$ cat config.mk
export PLATFORM = sky130hd
export DESIGN_NAME = framed_rx
export DESIGN_NICKNAME = d
export VERILOG_FILES = /design/src/rtl/framed_rx_pkg.sv /design/src/rtl/framed_rx_edge.sv /design/src/rtl/framed_rx_fsm.sv /design/src/rtl/framed_rx_pack.sv /design/src/rtl/framed_rx.sv
export SDC_FILE = /design/constraint.sdc
export NUM_CORES = 1
export LEC_CHECK = 0
export BUFFER_PORTS_ARGS = -buffer_cell sky130_fd_sc_hd__buf_2
export CELL_PAD_IN_SITES_DETAIL_PLACEMENT = 0
export CELL_PAD_IN_SITES_GLOBAL_PLACEMENT = 1
export CORE_MARGIN = 2
export CORE_UTILIZATION = 46
export CTS_CLUSTER_SIZE = 40
export DETAILED_ROUTE_END_ITERATION = 10
export GPL_TIMING_DRIVEN = 0
export PLACE_DENSITY = 0.89
export SYNTH_ARGS = -nofsm -noshare
export SYNTH_HDL_FRONTEND = slang
export SYNTH_HIERARCHICAL = 1
export SYNTH_SLANG_ARGS = --single-unit
$ cat constraint.sdc
create_clock -name clk -period 4 [get_ports clk]
set_input_delay 0.4 -clock clk [delete_from_list [all_inputs] [get_ports clk]]
set_output_delay 0.4 -clock clk [all_outputs]
set_load 0.01 [all_outputs]
$ cat src/rtl/framed_rx_pkg.sv
package framed_rx_pkg;

    localparam int WORD_W    = 32;
    localparam int BIT_CNT_W = $clog2(WORD_W);

    typedef logic [BIT_CNT_W:0] wlen_t;

    typedef enum logic [1:0] {
        ST_IDLE,
        ST_DELAY,
        ST_PH1,
        ST_PH2
    } rx_state_e;

    localparam logic [1:0] JUST_ZERO = 2'd0;
    localparam logic [1:0] JUST_SIGN = 2'd1;

    function automatic wlen_t len_decode(input logic [2:0] code);
        case (code)
            3'd0:    return wlen_t'(8);
            3'd1:    return wlen_t'(12);
            3'd2:    return wlen_t'(16);
            3'd3:    return wlen_t'(20);
            3'd4:    return wlen_t'(24);
            default: return wlen_t'(32);
        endcase
    endfunction

endpackage

$ cat src/rtl/framed_rx_edge.sv
module framed_rx_edge (
    input  logic clk,
    input  logic rst_n,
    input  logic sclk_i,
    input  logic fs_i,
    input  logic sd_i,
    input  logic cfg_clk_inv,
    input  logic cfg_fs_inv,
    output logic rise,
    output logic fall,
    output logic fs_lvl,
    output logic sd_bit
);
    logic c_now, c_old;

    always_ff @(posedge clk) begin
        if (!rst_n) begin
            c_now  <= 1'b0;
            c_old  <= 1'b0;
            fs_lvl <= 1'b0;
            sd_bit <= 1'b0;
        end else begin
            c_now  <= sclk_i ^ cfg_clk_inv;
            c_old  <= c_now;
            fs_lvl <= fs_i ^ cfg_fs_inv;
            sd_bit <= sd_i;
        end
    end

    assign rise = c_now & ~c_old;
    assign fall = ~c_now & c_old;

endmodule

$ cat src/rtl/framed_rx_fsm.sv
module framed_rx_fsm
    import framed_rx_pkg::*;
#(
    parameter int CNT_W = 7
) (
    input  logic                 clk,
    input  logic                 rst_n,
    input  logic                 rise,
    input  logic                 fall,
    input  logic                 fs_lvl,
    input  logic                 sd_bit,
    input  logic                 cfg_dual,
    input  logic [2:0]           cfg_len1,
    input  logic [2:0]           cfg_len2,
    input  logic [CNT_W-1:0]     cfg_cnt1,
    input  logic [CNT_W-1:0]     cfg_cnt2,
    input  logic [1:0]           cfg_delay,
    input  logic                 cfg_fs_ignore,
    output logic                 elem_done,
    output logic [WORD_W-1:0]    elem_raw,
    output wlen_t                elem_w
);
    rx_state_e              state, state_n;
    logic [1:0]             dcnt;
    logic [BIT_CNT_W-1:0]   bcnt;
    logic [CNT_W-1:0]       ecnt;
    logic [WORD_W-1:0]      shreg;
    logic                   fs_prev;

    wlen_t                  cur_w;
    logic [CNT_W-1:0]       cur_n;
    logic [1:0]             dly_eff;
    logic                   fs_event, take, in_phase, last_bit, last_elem;

    always_comb begin
        cur_w     = (state == ST_PH2) ? len_decode(cfg_len2) : len_decode(cfg_len1);
        cur_n     = (state == ST_PH2) ? cfg_cnt2 : cfg_cnt1;
        dly_eff   = (cfg_delay == 2'd3) ? 2'd2 : cfg_delay;
        fs_event  = fall & fs_lvl & ~fs_prev;
        take      = fs_event & ((state == ST_IDLE) | ~cfg_fs_ignore);
        in_phase  = (state == ST_PH1) || (state == ST_PH2);
        last_bit  = ({1'b0, bcnt} == (cur_w - wlen_t'(1)));
        last_elem = (ecnt == cur_n);
    end

    // next-state logic: T_START / T_RESTART on take, the others on a data edge
    always_comb begin
        state_n = state;
        if (take) begin
            state_n = (dly_eff == 2'd0) ? ST_PH1 : ST_DELAY;
        end else if (rise) begin
            unique case (state)
                ST_IDLE:  state_n = ST_IDLE;
                ST_DELAY: if (dcnt == 2'd1) state_n = ST_PH1;
                ST_PH1:   if (last_bit && last_elem) state_n = cfg_dual ? ST_PH2 : ST_IDLE;
                ST_PH2:   if (last_bit && last_elem) state_n = ST_IDLE;
                default:  state_n = ST_IDLE;
            endcase
        end
    end

    always_ff @(posedge clk) begin
        if (!rst_n) state <= ST_IDLE;
        else        state <= state_n;
    end

    always_ff @(posedge clk) begin
        if (!rst_n) begin
            dcnt      <= '0;
            bcnt      <= '0;
            ecnt      <= '0;
            shreg     <= '0;
            fs_prev   <= 1'b0;
            elem_done <= 1'b0;
            elem_raw  <= '0;
            elem_w    <= '0;
        end else begin
            elem_done <= 1'b0;
            if (fall) fs_prev <= fs_lvl;
            if (take) begin
                dcnt  <= dly_eff;
                bcnt  <= '0;
                ecnt  <= '0;
                shreg <= '0;
            end else if (rise) begin
                if (state == ST_DELAY) begin
                    dcnt <= dcnt - 2'd1;
                end else if (in_phase) begin
                    shreg <= {shreg[WORD_W-2:0], sd_bit};
                    if (last_bit) begin
                        bcnt      <= '0;
                        elem_done <= 1'b1;
                        elem_raw  <= {shreg[WORD_W-2:0], sd_bit};
                        elem_w    <= cur_w;
                        ecnt      <= last_elem ? '0 : ecnt + 1'b1;
                    end else begin
                        bcnt <= bcnt + 1'b1;
                    end
                end
            end
        end
    end

    p_bitcnt_bound_r4: assert property (@(posedge clk) disable iff (!rst_n)
        (state == ST_PH1 || state == ST_PH2) |-> ({1'b0, bcnt} < cur_w));

    p_idle_start_r3: assert property (@(posedge clk) disable iff (!rst_n)
        (state == ST_IDLE && fs_event) |=> (state != ST_IDLE && ecnt == '0 && bcnt == '0));

    p_delay_range_r7: assert property (@(posedge clk) disable iff (!rst_n)
        (state == ST_DELAY) |-> (dcnt == 2'd1 || dcnt == 2'd2));

    p_restart_r8: assert property (@(posedge clk) disable iff (!rst_n)
        (!cfg_fs_ignore && state != ST_IDLE && fs_event) |=>
        ((state == ST_PH1 || state == ST_DELAY) && bcnt == '0 && ecnt == '0));

    p_ignore_r9: assert property (@(posedge clk) disable iff (!rst_n)
        (cfg_fs_ignore && state != ST_IDLE && fs_event) |=>
        (state == $past(state) && bcnt == $past(bcnt) && ecnt == $past(ecnt)));

endmodule

$ cat src/rtl/framed_rx_pack.sv
module framed_rx_pack
    import framed_rx_pkg::*;
(
    input  logic              clk,
    input  logic              rst_n,
    input  logic              elem_done,
    input  logic [WORD_W-1:0] elem_raw,
    input  wlen_t             elem_w,
    input  logic [1:0]        cfg_just,
    input  logic              rd_i,
    output logic [WORD_W-1:0] word_o,
    output logic              valid_o,
    output logic              overrun_o
);
    logic [WORD_W-1:0]    keep_mask, right_w, left_w, shaped;
    logic [BIT_CNT_W-1:0] msb_idx, lsh;
    logic                 sign_bit, full_q;

    always_comb begin
        msb_idx   = BIT_CNT_W'(elem_w - wlen_t'(1));
        lsh       = BIT_CNT_W'(wlen_t'(WORD_W) - elem_w);
        keep_mask = (elem_w >= wlen_t'(WORD_W)) ? '1
                                                : ((WORD_W'(1) << elem_w) - WORD_W'(1));
        sign_bit  = elem_raw[msb_idx];
        right_w   = (elem_raw & keep_mask)
                  | ((cfg_just == JUST_SIGN && sign_bit) ? ~keep_mask : '0);
        left_w    = elem_raw << lsh;
        shaped    = cfg_just[1] ? left_w : right_w;
    end

    always_ff @(posedge clk) begin
        if (!rst_n) begin
            word_o    <= '0;
            valid_o   <= 1'b0;
            overrun_o <= 1'b0;
            full_q    <= 1'b0;
        end else begin
            valid_o <= elem_done;
            if (elem_done) word_o <= shaped;
            full_q <= elem_done | (full_q & ~rd_i);
            if (elem_done && full_q && !rd_i) overrun_o <= 1'b1;
        end
    end

    p_valid_pulse_r11: assert property (@(posedge clk) disable iff (!rst_n)
        valid_o |=> !valid_o);

    p_overrun_sticky_r12: assert property (@(posedge clk) disable iff (!rst_n)
        overrun_o |=> overrun_o);

    p_overrun_cause_r12: assert property (@(posedge clk) disable iff (!rst_n)
        $rose(overrun_o) |-> $past(elem_done && full_q && !rd_i));

endmodule

$ cat src/rtl/framed_rx.sv
module framed_rx
    import framed_rx_pkg::*;
#(
    parameter int CNT_W = 7
) (
    input  logic             clk,
    input  logic             rst_n,
    input  logic             sclk_i,
    input  logic             fs_i,
    input  logic             sd_i,
    input  logic             cfg_clk_inv,
    input  logic             cfg_fs_inv,
    input  logic             cfg_dual,
    input  logic [2:0]       cfg_len1,
    input  logic [2:0]       cfg_len2,
    input  logic [CNT_W-1:0] cfg_cnt1,
    input  logic [CNT_W-1:0] cfg_cnt2,
    input  logic [1:0]       cfg_delay,
    input  logic             cfg_fs_ignore,
    input  logic [1:0]       cfg_just,
    input  logic             rd_i,
    output logic [31:0]      word_o,
    output logic             valid_o,
    output logic             overrun_o
);
    logic              rise, fall, fs_lvl, sd_bit, elem_done;
    logic [WORD_W-1:0] elem_raw;
    wlen_t             elem_w;

    framed_rx_edge u_edge (
        .clk         (clk),
        .rst_n       (rst_n),
        .sclk_i      (sclk_i),
        .fs_i        (fs_i),
        .sd_i        (sd_i),
        .cfg_clk_inv (cfg_clk_inv),
        .cfg_fs_inv  (cfg_fs_inv),
        .rise        (rise),
        .fall        (fall),
        .fs_lvl      (fs_lvl),
        .sd_bit      (sd_bit)
    );

    framed_rx_fsm #(.CNT_W(CNT_W)) u_fsm (
        .clk           (clk),
        .rst_n         (rst_n),
        .rise          (rise),
        .fall          (fall),
        .fs_lvl        (fs_lvl),
        .sd_bit        (sd_bit),
        .cfg_dual      (cfg_dual),
        .cfg_len1      (cfg_len1),
        .cfg_len2      (cfg_len2),
        .cfg_cnt1      (cfg_cnt1),
        .cfg_cnt2      (cfg_cnt2),
        .cfg_delay     (cfg_delay),
        .cfg_fs_ignore (cfg_fs_ignore),
        .elem_done     (elem_done),
        .elem_raw      (elem_raw),
        .elem_w        (elem_w)
    );

    framed_rx_pack u_pack (
        .clk       (clk),
        .rst_n     (rst_n),
        .elem_done (elem_done),
        .elem_raw  (elem_raw),
        .elem_w    (elem_w),
        .cfg_just  (cfg_just),
        .rd_i      (rd_i),
        .word_o    (word_o),
        .valid_o   (valid_o),
        .overrun_o (overrun_o)
    );

endmodule

Yosys cells after proc, flatten, opt, wreduce, memory -nomap -nowiden. Cells that the tools add are included.

Output and inout bits: 34. Input port bits: 34. Logic and storage cells: 113. Memories kept: 0. Register bits after elaboration: 126. RAM bits: 0. Bits in latches: 0. Bits in read-only memories: 0.

Bitwise logic cells: 23. Reduce and logical (&&, ||, !) cells: 19. Multipliers: 0. Equality and inequality tests: 19. Add/subtract/negate cells: 7. Order comparisons: 2. Divide/modulo/power cells: 0. Multiplexer cells: 24. Shift-type cells: 2.

Operator list (number): $mux W32 (3); $pmux W6 S5 (2); $and A32 B32 Y32 (1); $not A32 Y32 (1); $or A32 B32 Y32 (1); $shl A1 B6 Y32 const A (1); $shl A32 B5 Y32 (1); $sub A32 B1 Y32 const B (1); $mux W2 (11); $mux W7 (2); $eq A3 B2 Y1 const B (4); $not A1 Y1 (10); $pmux W2 S4 (1); $reduce_and A4 Y1 (2); $add A7 B1 Y7 const B (1); $eq A7 B7 Y1 (1); $and A1 B1 Y1 (6); $eq A2 B1 Y1 const B (3); $eq A2 B2 Y1 const B (3); $eq A3 B1 Y1 const B (2); $eq A3 B3 Y1 const B (2); $eq A5 B6 Y1 (1); $ge A6 B6 Y1 const B (1); $logic_not A3 Y1 (2); 24 further kinds (33).

Depth between registers and ports, before layout. Gate-level depths: netlist of the first run.

Depth in word-level cells: 10. Depth in mapped cells: 17. Depth with buffers taken out: 11.

Modules after synthesis. Netlist of the first run, hierarchy kept.

Modules (own cells, without submodules): framed_rx_pack (instances 1, cells each 680, area each 5222.5 um2, sequential area each 700.7 um2); framed_rx_fsm (instances 1, cells each 453, area each 3703.6 um2, sequential area each 1701.6 um2); framed_rx_edge (instances 1, cells each 12, area each 135.1 um2, sequential area each 80.1 um2).

Worst setup path before layout of the first run. No wires, ideal clock.

Path kind: reg2reg. From: reg u_fsm.elem_w[2]. To: reg u_pack.word_o[26]. Slack: 0.902 ns. Data required time: 3.880 ns. Arrival time: 2.978 ns. Clock period less this slack: 3.098 ns. Buffers on the path: 3. Stages on the path, launching flop included: 14. Path through: dfxtp_1 buf_2 buf_2 inv_1 ha_1 clkbuf_1 nand2_1 ha_1 nor2b_1 nand4_1 a2bb2oi_1 a2111oi_2 nor4b_1 a211o_1.

Longest elaborated chain between the ends: 7.

RTL lines: start: declaration (RTL line framed_rx_fsm.sv:21) `output wlen_t elem_w`; start signal: assignment (RTL line framed_rx_fsm.sv:94) `elem_w <= cur_w;`; $sub A5 B1 Y5 or $shl A1 B6 Y32 (tied branches) (RTL line framed_rx_pack.sv:20, framed_rx_pack.sv:23); $bmux W1 S5 or $sub A32 B1 Y32 (tied branches) (RTL line framed_rx_pack.sv:24, framed_rx_pack.sv:23); $mux W1 (implied by the code) or $mux W32 (tied branches) (RTL line framed_rx_pack.sv:24, framed_rx_pack.sv:22); $logic_and A1 B1 Y1 or $not A32 Y32 (tied branches) (RTL line framed_rx_pack.sv:26) `| ((cfg_just == JUST_SIGN && sign_bit) ? ~keep_mask : '0);`; $mux W32 (RTL line framed_rx_pack.sv:26); $or A32 B32 Y32 (RTL line framed_rx_pack.sv:26); $mux W32 * (RTL line framed_rx_pack.sv:28) `shaped = cfg_just[1] ? left_w : right_w;`; end signal: assignment (RTL line framed_rx_pack.sv:39) `if (elem_done) word_o <= shaped;`; end: declaration (RTL line framed_rx_pack.sv:11) `output logic [WORD_W-1:0] word_o,`.

Mark *: on every way between the ends. The rest lies on a longest branch, timed or not. The select of a mux whose other input is x is not followed. A chain may end at the register's enable or synchronous reset.

Worst setup path after layout of the first run. Ends and elaborated chain as after synthesis.

==> results of run 1 <==
-- sequential cells by signal (all words and copies together) (netlist names) --
register and count:
u_fsm/bcnt 5, u_fsm/elem_done 1, u_edge/c_old 1, u_edge/fs_lvl 1, u_edge/sd_bit 1, u_pack/overrun_o 1, u_fsm/dcnt 2, u_pack/full_q 1
u_fsm/shreg 31, u_fsm/elem_raw 32, u_fsm/fs_prev 1, u_edge/c_now 1, u_fsm/elem_w 4, u_pack/valid_o 1, u_pack/word_o 32, u_fsm/ecnt 7
u_fsm/state 2
-- final cells by class --
class	instances	area, um2
plain buffers	96	450.4
inverters	24	90.09
fillers	1937	9015
clock buffers	20	446.7
clock inverters	12	183.9
well taps	265	331.6
repair buffers	67	335.3
multi-input cells	901	6062
flip-flops and latches	124	2484
-- Yosys cell counts (12+ instances only) --
master,count
mux2_2,34
xnor2_1,19
inv_1,22
mux4_2,23
o21ai_0,105
a211oi_1,14
clkbuf_1,55
buf_2,24
nand2_1,131
nor2_1,62
nor2b_1,16
nand3_1,53
nor3_1,24
a21oi_1,123
xor2_1,12
dfxtp_1,124
ha_1,16
a31oi_1,13
nor3b_1,12
mux2i_1,41
-- cells by family after synthesis --
kind of cell    after synthesis
fa+ha+maj                    16
simple gates                390
compound gates              363
xor+xnor                     32
flops                       124
other cells                   1
mux                          98
buf+inv                     121
-- stage by stage --
stage	utilization, %	instance area [um2]	TNS (ns)	setup slack [ns]
after floorplan	-	9065	0	0.9023
after global placement	50.17	9732	-0.1498	-0.07378
after detailed placement	50.17	9732	-0.1427	-0.07471
after CTS	53.46	10370	0	0.007708
after global routing	53.53	10380	0	0.009694
final	53.53	10380	0	0.1364
-- power groups by stage --
stage          Sequential [uW]  Combinational [uW]  Clock, uW
2_1_floorplan             1270                 263          0
3_3_place_gp              1270                 345          0
3_5_place_dp              1270                 345          0
5_1_grt                   1240                 408       1750
4_1_cts                   1240                 347       1690
6_report                  1240                 382       1670
-- how the worst max path moves through the flow --
stage,startpoint,endpoint,slack [ns],cells after the start
finish,u_fsm/elem_w[2],u_pack/word_o[26],0.14,13
detailed placement,u_fsm/elem_w[2],u_pack/word_o[28],-0.07,14
floorplan,u_fsm/elem_w[2],u_pack/word_o[26],0.90,13
global route,u_fsm/elem_w[2],u_pack/word_o[26],0.01,13
global placement,u_fsm/elem_w[2],u_pack/word_o[26],-0.07,13
CTS,u_fsm/elem_w[2],u_pack/word_o[26],0.008,13
-- placed cells by master (no fill, tap or decap), types with 7 or more instances in the layout --
cell,netlist,final
nand2_1,131,131
dfxtp_1,124,123
a21oi_1,123,123
o21ai_0,105,105
buf_2,24,91
nor2_1,62,62
clkbuf_1,55,56
nand3_1,53,53
mux2i_1,41,41
mux2_2,34,34
nor3_1,24,24
mux4_2,23,23
inv_1,22,22
xnor2_1,19,19
clkbuf_16,0,17
ha_1,16,16
nor2b_1,16,15
a211oi_1,14,14
a31oi_1,13,13
xor2_1,12,12
nor3b_1,12,12
nand2b_1,11,11
and2_1,10,10
nand3b_1,10,10
or3_1,9,9
nand4_1,9,9
o211ai_1,9,9
o21a_1,9,9
nor4_1,8,8
a21o_1,8,8
o22ai_1,7,7
-- layer usage --
metal / GRT usage [%] / up-vias / wire length [um]
li1: - / 4394 / -
met1: 42.49 / 4585 / 13530
met2: 47.39 / 573 / 14300
met3: 5.033 / 99 / 2823
met4: 17.48 / 0 / 1794
met5: 0 / - / 0
-- worst max-delay path, cell delays in order, from the launching register on --
cell and delay [ns]:
dfxtp_2 0.41, buf_2 0.24, buf_2 0.27, inv_1 0.20, ha_1 0.36, clkbuf_2 0.26, nand2_1 0.15, ha_1 0.24
nor2b_2 0.26, nand4_1 0.25, a2bb2oi_1 0.25, a2111oi_4 0.47, nor4b_1 0.09, a211o_1 0.30
-- timing repair --
action / CTS / global route
hold endpoints to repair: 0 / 0
gates resized for setup: 2 / 5
setup endpoints to repair: 3 / 11
cloned: 0 / 0
hold buffers: 0 / 0
==> metrics.yaml, run 1 <==
run_status:
  run_status: "complete, no violations"
global_route:
  grt_overflow: 0
  grtUsageTotal_pct: 31.31
  antenna_found_initial: 0
  first_global_vias: 8707
  grt_max_degree: 19
  grt_pass1_wl_um: 49670
yosys:
  synth-seq-cells: 124
  synthXorXnorAreaFrac_pct: 3.176
  async_flop_share_pct: 0
  seq_area_frac_synth_pct: 27.40
  avgSynthCellArea_um2: 7.914
  synth_warnings: 6
  yosysTopAreaCellShare_pct: 27.40
  synth_flop_cell: "dfxtp_1"
  ys_types: 91
  synth_fa_ha_area_share_pct: 2.209
  synth_area_leaders: "dfxtp_1 27%, a21oi_1 6.8%, o21ai_0 5.8%, mux4_2 5.7%, nand2_1 5.4%"
  yosysTopAreaCell: "dfxtp_1"
  synth_edf_count: 0
  synth_compound_area_share_pct: 24.95
  synthCells: 1145
  syn-cell-area_mm2: 0.009061
  synth_mux_area_share_pct: 14.47
  synth-simple-area-share_pct: 21.78
  synth_top_family_by_area: "compound AO/OA/AOI/OAI gates"
clocking:
  cts-htree-levels: 4
  cts_made_buffers: 17
  clock-sinks: 124
  clockBufferDepth: 2
  path_clk_slew_ns: 0.06
  post_cts.repair.setup_buffers: 0
  tritoncts: "yes"
  cts_root_buf: "clkbuf_16"
  clk_latency_ns: 0.42
pwr:
  p_sw_share_pct: 25.60
  powerDensity_mw_per_mm2: 316.8
  pwr-share-comb_pct: 11.6
  vdd_drop_max_mv: 0.3666
  power_uw: 3289
  pwr-share-clk_pct: 50.7
  pwr-share-seq_pct: 37.7
  intPower_uw: 2447
  power.leakage_uw: 0.003889
  switchingPower_uw: 842.1
route:
  vias_per_cell: 6.396
  vias: 9651
  antenna_left: 0
  drt_iter0_markers: 1155
  post_drt_wl_per_cell_um: 21.50
  drcViolationCount: 0
  wirelength_um: 32450
  drtPass1Iterations: 5
layout:
  num_antenna_cells: 0
  nets: 1281
  drive_gt1_share_pct: 18.01
  stdcell_count: 1509
  area.growth.synth_to_final_pct: 14.60
floorplan:
  boundaryPins: 68
  coreArea_mm2: 0.01940
  start_util_pct: 46.71
  dieArea_mm2: 0.02084
  fp-row-count: 51
  fp.dieH_um: 144.4
  die_w_um: 144.4
sta:
  layout_worst_path_cycle_share_pct: 96.59
  setup_viol: 0
  timing.slew.headroom_pct: 46.32
  timing.final.hold_violations: 0
  rsz0062_at_grt: "no"
  skew_ns: 0.01449
  final-max-slew-violation-count: 0
  worst_slew_pin_slew_ns: 0.8023
  fmaxAchievable_ghz: 0.2588
  fin_crit_ns: 3.864
  hold-worst-slack_ns: 0.2514
worst_setup_path:
  crit_type: "reg -> reg"
  r2r_cells: 13
  start_kind: "flip-flop"
  cp.required_ns: 4.30
  crit_arrival_ns: 4.17
  path_max_fanout: 10
  timing.rr.start: "u_fsm/elem_w[2]"
  r2r_setup_slack_ns: 0.14
  worst_setup_path_end_kind: "flip-flop"
  r2r-end: "u_pack/word_o[26]"
worst_hold_path:
  hold_start: "sd_i"
  hold_class: "in -> reg"
  hold_depth: 2
  hold_end: "u_edge/sd_bit"
placement:
  placed_cells: 1478
  io_buffers: 67
  gp_congestion: 1.006
  dp_hpwl_um: 24810
job:
  cap_violations: 0
No activity file was read; power rests on OpenSTA's default activity.
==> run 2, diff against run 1 <==
--- a/config.mk
+++ b/config.mk
@@ -13,7 +13,7 @@
 export CTS_CLUSTER_SIZE = 40
 export DETAILED_ROUTE_END_ITERATION = 10
 export GPL_TIMING_DRIVEN = 0
-export PLACE_DENSITY = 0.89
+export PLACE_DENSITY = 0.86
 export SYNTH_ARGS = -nofsm -noshare
 export SYNTH_HDL_FRONTEND = slang
 export SYNTH_HIERARCHICAL = 1
==> run 2 against run 1 <==
Via count decreased by 1.9%. Global-route usage grew 0.95 points. Register-to-register slack gained 0.12 ns.
==> metrics.yaml, run 2 (synthesized netlist as in run 1, its figures left out) <==
run_status:
  run_status: "complete, no violations"  # unchanged
worst_hold_path:
  hold_class: "in -> reg"  # unchanged
floorplan:
  dieArea_mm2: 0.02084  # unchanged
  fp.dieH_um: 144.4  # unchanged
  coreArea_mm2: 0.01940  # unchanged
  boundaryPins: 68  # unchanged
  start_util_pct: 46.71  # unchanged
  die_w_um: 144.4  # unchanged
  fp-row-count: 51  # unchanged
sta:
  timing.final.hold_violations: 0  # unchanged
  rsz0062_at_grt: "no"  # unchanged
  setup_viol: 0  # unchanged
  layout_worst_path_cycle_share_pct: 93.51  # was 96.59%
  worst_slew_pin_slew_ns: 0.9054  # was 0.8023 ns
  fmaxAchievable_ghz: 0.2673  # was 0.2588 GHz
  fin_crit_ns: 3.741  # was 3.864 ns
  timing.slew.headroom_pct: 39.17  # was 46.32%
  skew_ns: 0.01963  # was 0.01449 ns
  final-max-slew-violation-count: 0  # unchanged
  fin_setup_tns_ns: 0  # unchanged
worst_setup_path:
  cp.required_ns: 4.28  # was 4.30 ns
  start_kind: "flip-flop"  # unchanged
  crit_type: "reg -> reg"  # unchanged
  crit_arrival_ns: 4.02  # was 4.17 ns
  worst_setup_path_end_kind: "flip-flop"  # unchanged
  path_max_fanout: 10  # unchanged
route:
  post_drt_wl_per_cell_um: 21.79  # was 21.50 um
  vias_per_cell: 6.278  # was 6.396
  vias: 9467  # was 9651
  drcViolationCount: 0  # unchanged
  antenna_left: 0  # unchanged
  drtPass1Iterations: 6  # was 5
  wirelength_um: 32860  # was 32450 um
  drt_iter0_markers: 1085  # was 1155
clocking:
  path_clk_slew_ns: 0.07  # was 0.06 ns
  cts_made_buffers: 17  # unchanged
  tritoncts: "yes"  # unchanged
  cts-htree-levels: 4  # unchanged
  post_cts.repair.setup_buffers: 0  # unchanged
  ctsHoldBuffers: 0  # unchanged
  cts_resized: 4  # was 2
  clockBufferDepth: 2  # unchanged
  clk_latency_ns: 0.43  # was 0.42 ns
  clock-sinks: 124  # unchanged
  cts_root_buf: "clkbuf_16"  # unchanged
layout:
  num_antenna_cells: 0  # unchanged
  stdcell_count: 1508  # was 1509
  drive_gt1_share_pct: 18.10  # was 18.01%
  nets: 1280  # was 1281
  reg.largest.list: "u_fsm/elem_raw x32, u_pack/word_o x32, u_fsm/shreg x31"  # unchanged
  mostFrequentLayoutCells: "131 x nand2_1, 123 x dfxtp_1, 123 x a21oi_1"  # unchanged
  area.growth.synth_to_final_pct: 14.15  # was 14.60%
  design_area_mm2: 0.01034  # was 0.01038 mm2
  final_common_cell: "nand2_1"  # unchanged
pwr:
  vdd_drop_max_mv: 0.3139  # was 0.3666 mV
  power.leakage_uw: 0.003867  # was 0.003889 uW
  powerDensity_mw_per_mm2: 309.3  # was 316.8 mW/mm2
placement:
  dp_hpwl_um: 25120  # was 24810 um
  placed_cells: 1478  # unchanged
  gp_congestion: 0.9531  # was 1.006
  dpl_cell_area_mm2: 0.009732  # unchanged
  io_buffers: 67  # unchanged
job:
  cap_violations: 0  # unchanged
global_route:
  grt_pass1_wl_um: 51200  # was 49670 um
  grtUsageTotal_pct: 32.26  # was 31.31%
  first_global_vias: 8728  # was 8707
  grt_max_degree: 19  # unchanged
  grt_overflow: 0  # unchanged
  antenna_found_initial: 0  # unchanged
[run 2: cell types whose count changed in the layout (fill, tap and decap cells not counted), sizes merged]
cell    before  now
buf        106  107
bufinv       4    2
clkbuf      77   73
clkinv       4    6
inv         26   28
[run 2: worst max-delay path, cell delays in order, from the launching register on]
cell and delay (ns):
dfxtp_2 0.40, buf_2 0.24, buf_2 0.28, inv_1 0.20, ha_2 0.44, buf_1 0.54, mux4_2 0.40, mux2_2 0.29
a221oi_1 0.29, o21ai_0 0.19, a32oi_1 0.22, o41ai_1 0.10
[run 2: layer usage]
metal | GRT usage [%] | vias to the layer above | part of all wire (%)
met5 | 0 | - | 0
met4 | 14.67 | 0 | 4.4
met3 | 5.331 | 93 | 9.4
met2 | 48.12 | 560 | 43
met1 | 45.65 | 4435 | 44
li1 | - | 4379 | -
[run 2: layout make-up]
cell class	instances	area [um2]
multi-input cells	901	6070
flip-flops and latches	124	2484
clock buffers	18	429.2
clock inverters	14	160.2
fillers	1910	9055
well taps	265	331.6
repair buffers	67	335.3
inverters	24	90.09
plain buffers	95	444.2
[run 2: power breakdown]
group	internal [uW]	switching, uW	total [uW]
sequential	1240	1.68	1240
clock	932	643	1570
combinational	143	242	385
[run 2: metrics by stage]
step                hold WS [ns]  power [uW]  setup slack, ns  utilization, %
floorplan                 0.4321        1530           0.9023               -
global placement          0.4447        1617          -0.1584           50.17
detailed placement        0.4551        1616         -0.08731           50.17
CTS                       0.2426        3186          0.04818           53.34
global route              0.2485        3298          0.05898           53.32
finish                    0.2424        3199           0.2595           53.32
[run 2: path summary, 6_finish.rpt]
kind                    from                 to  slack [ns]  cells past startpoint
max          u_fsm/elem_w[2]  u_pack/word_o[30]        0.26                     11
min                     sd_i      u_edge/sd_bit        0.24                      2
max reg2reg  u_fsm/elem_w[2]  u_pack/word_o[30]        0.26                     11
min reg2reg   u_fsm/shreg[3]     u_fsm/shreg[4]        0.46                      2
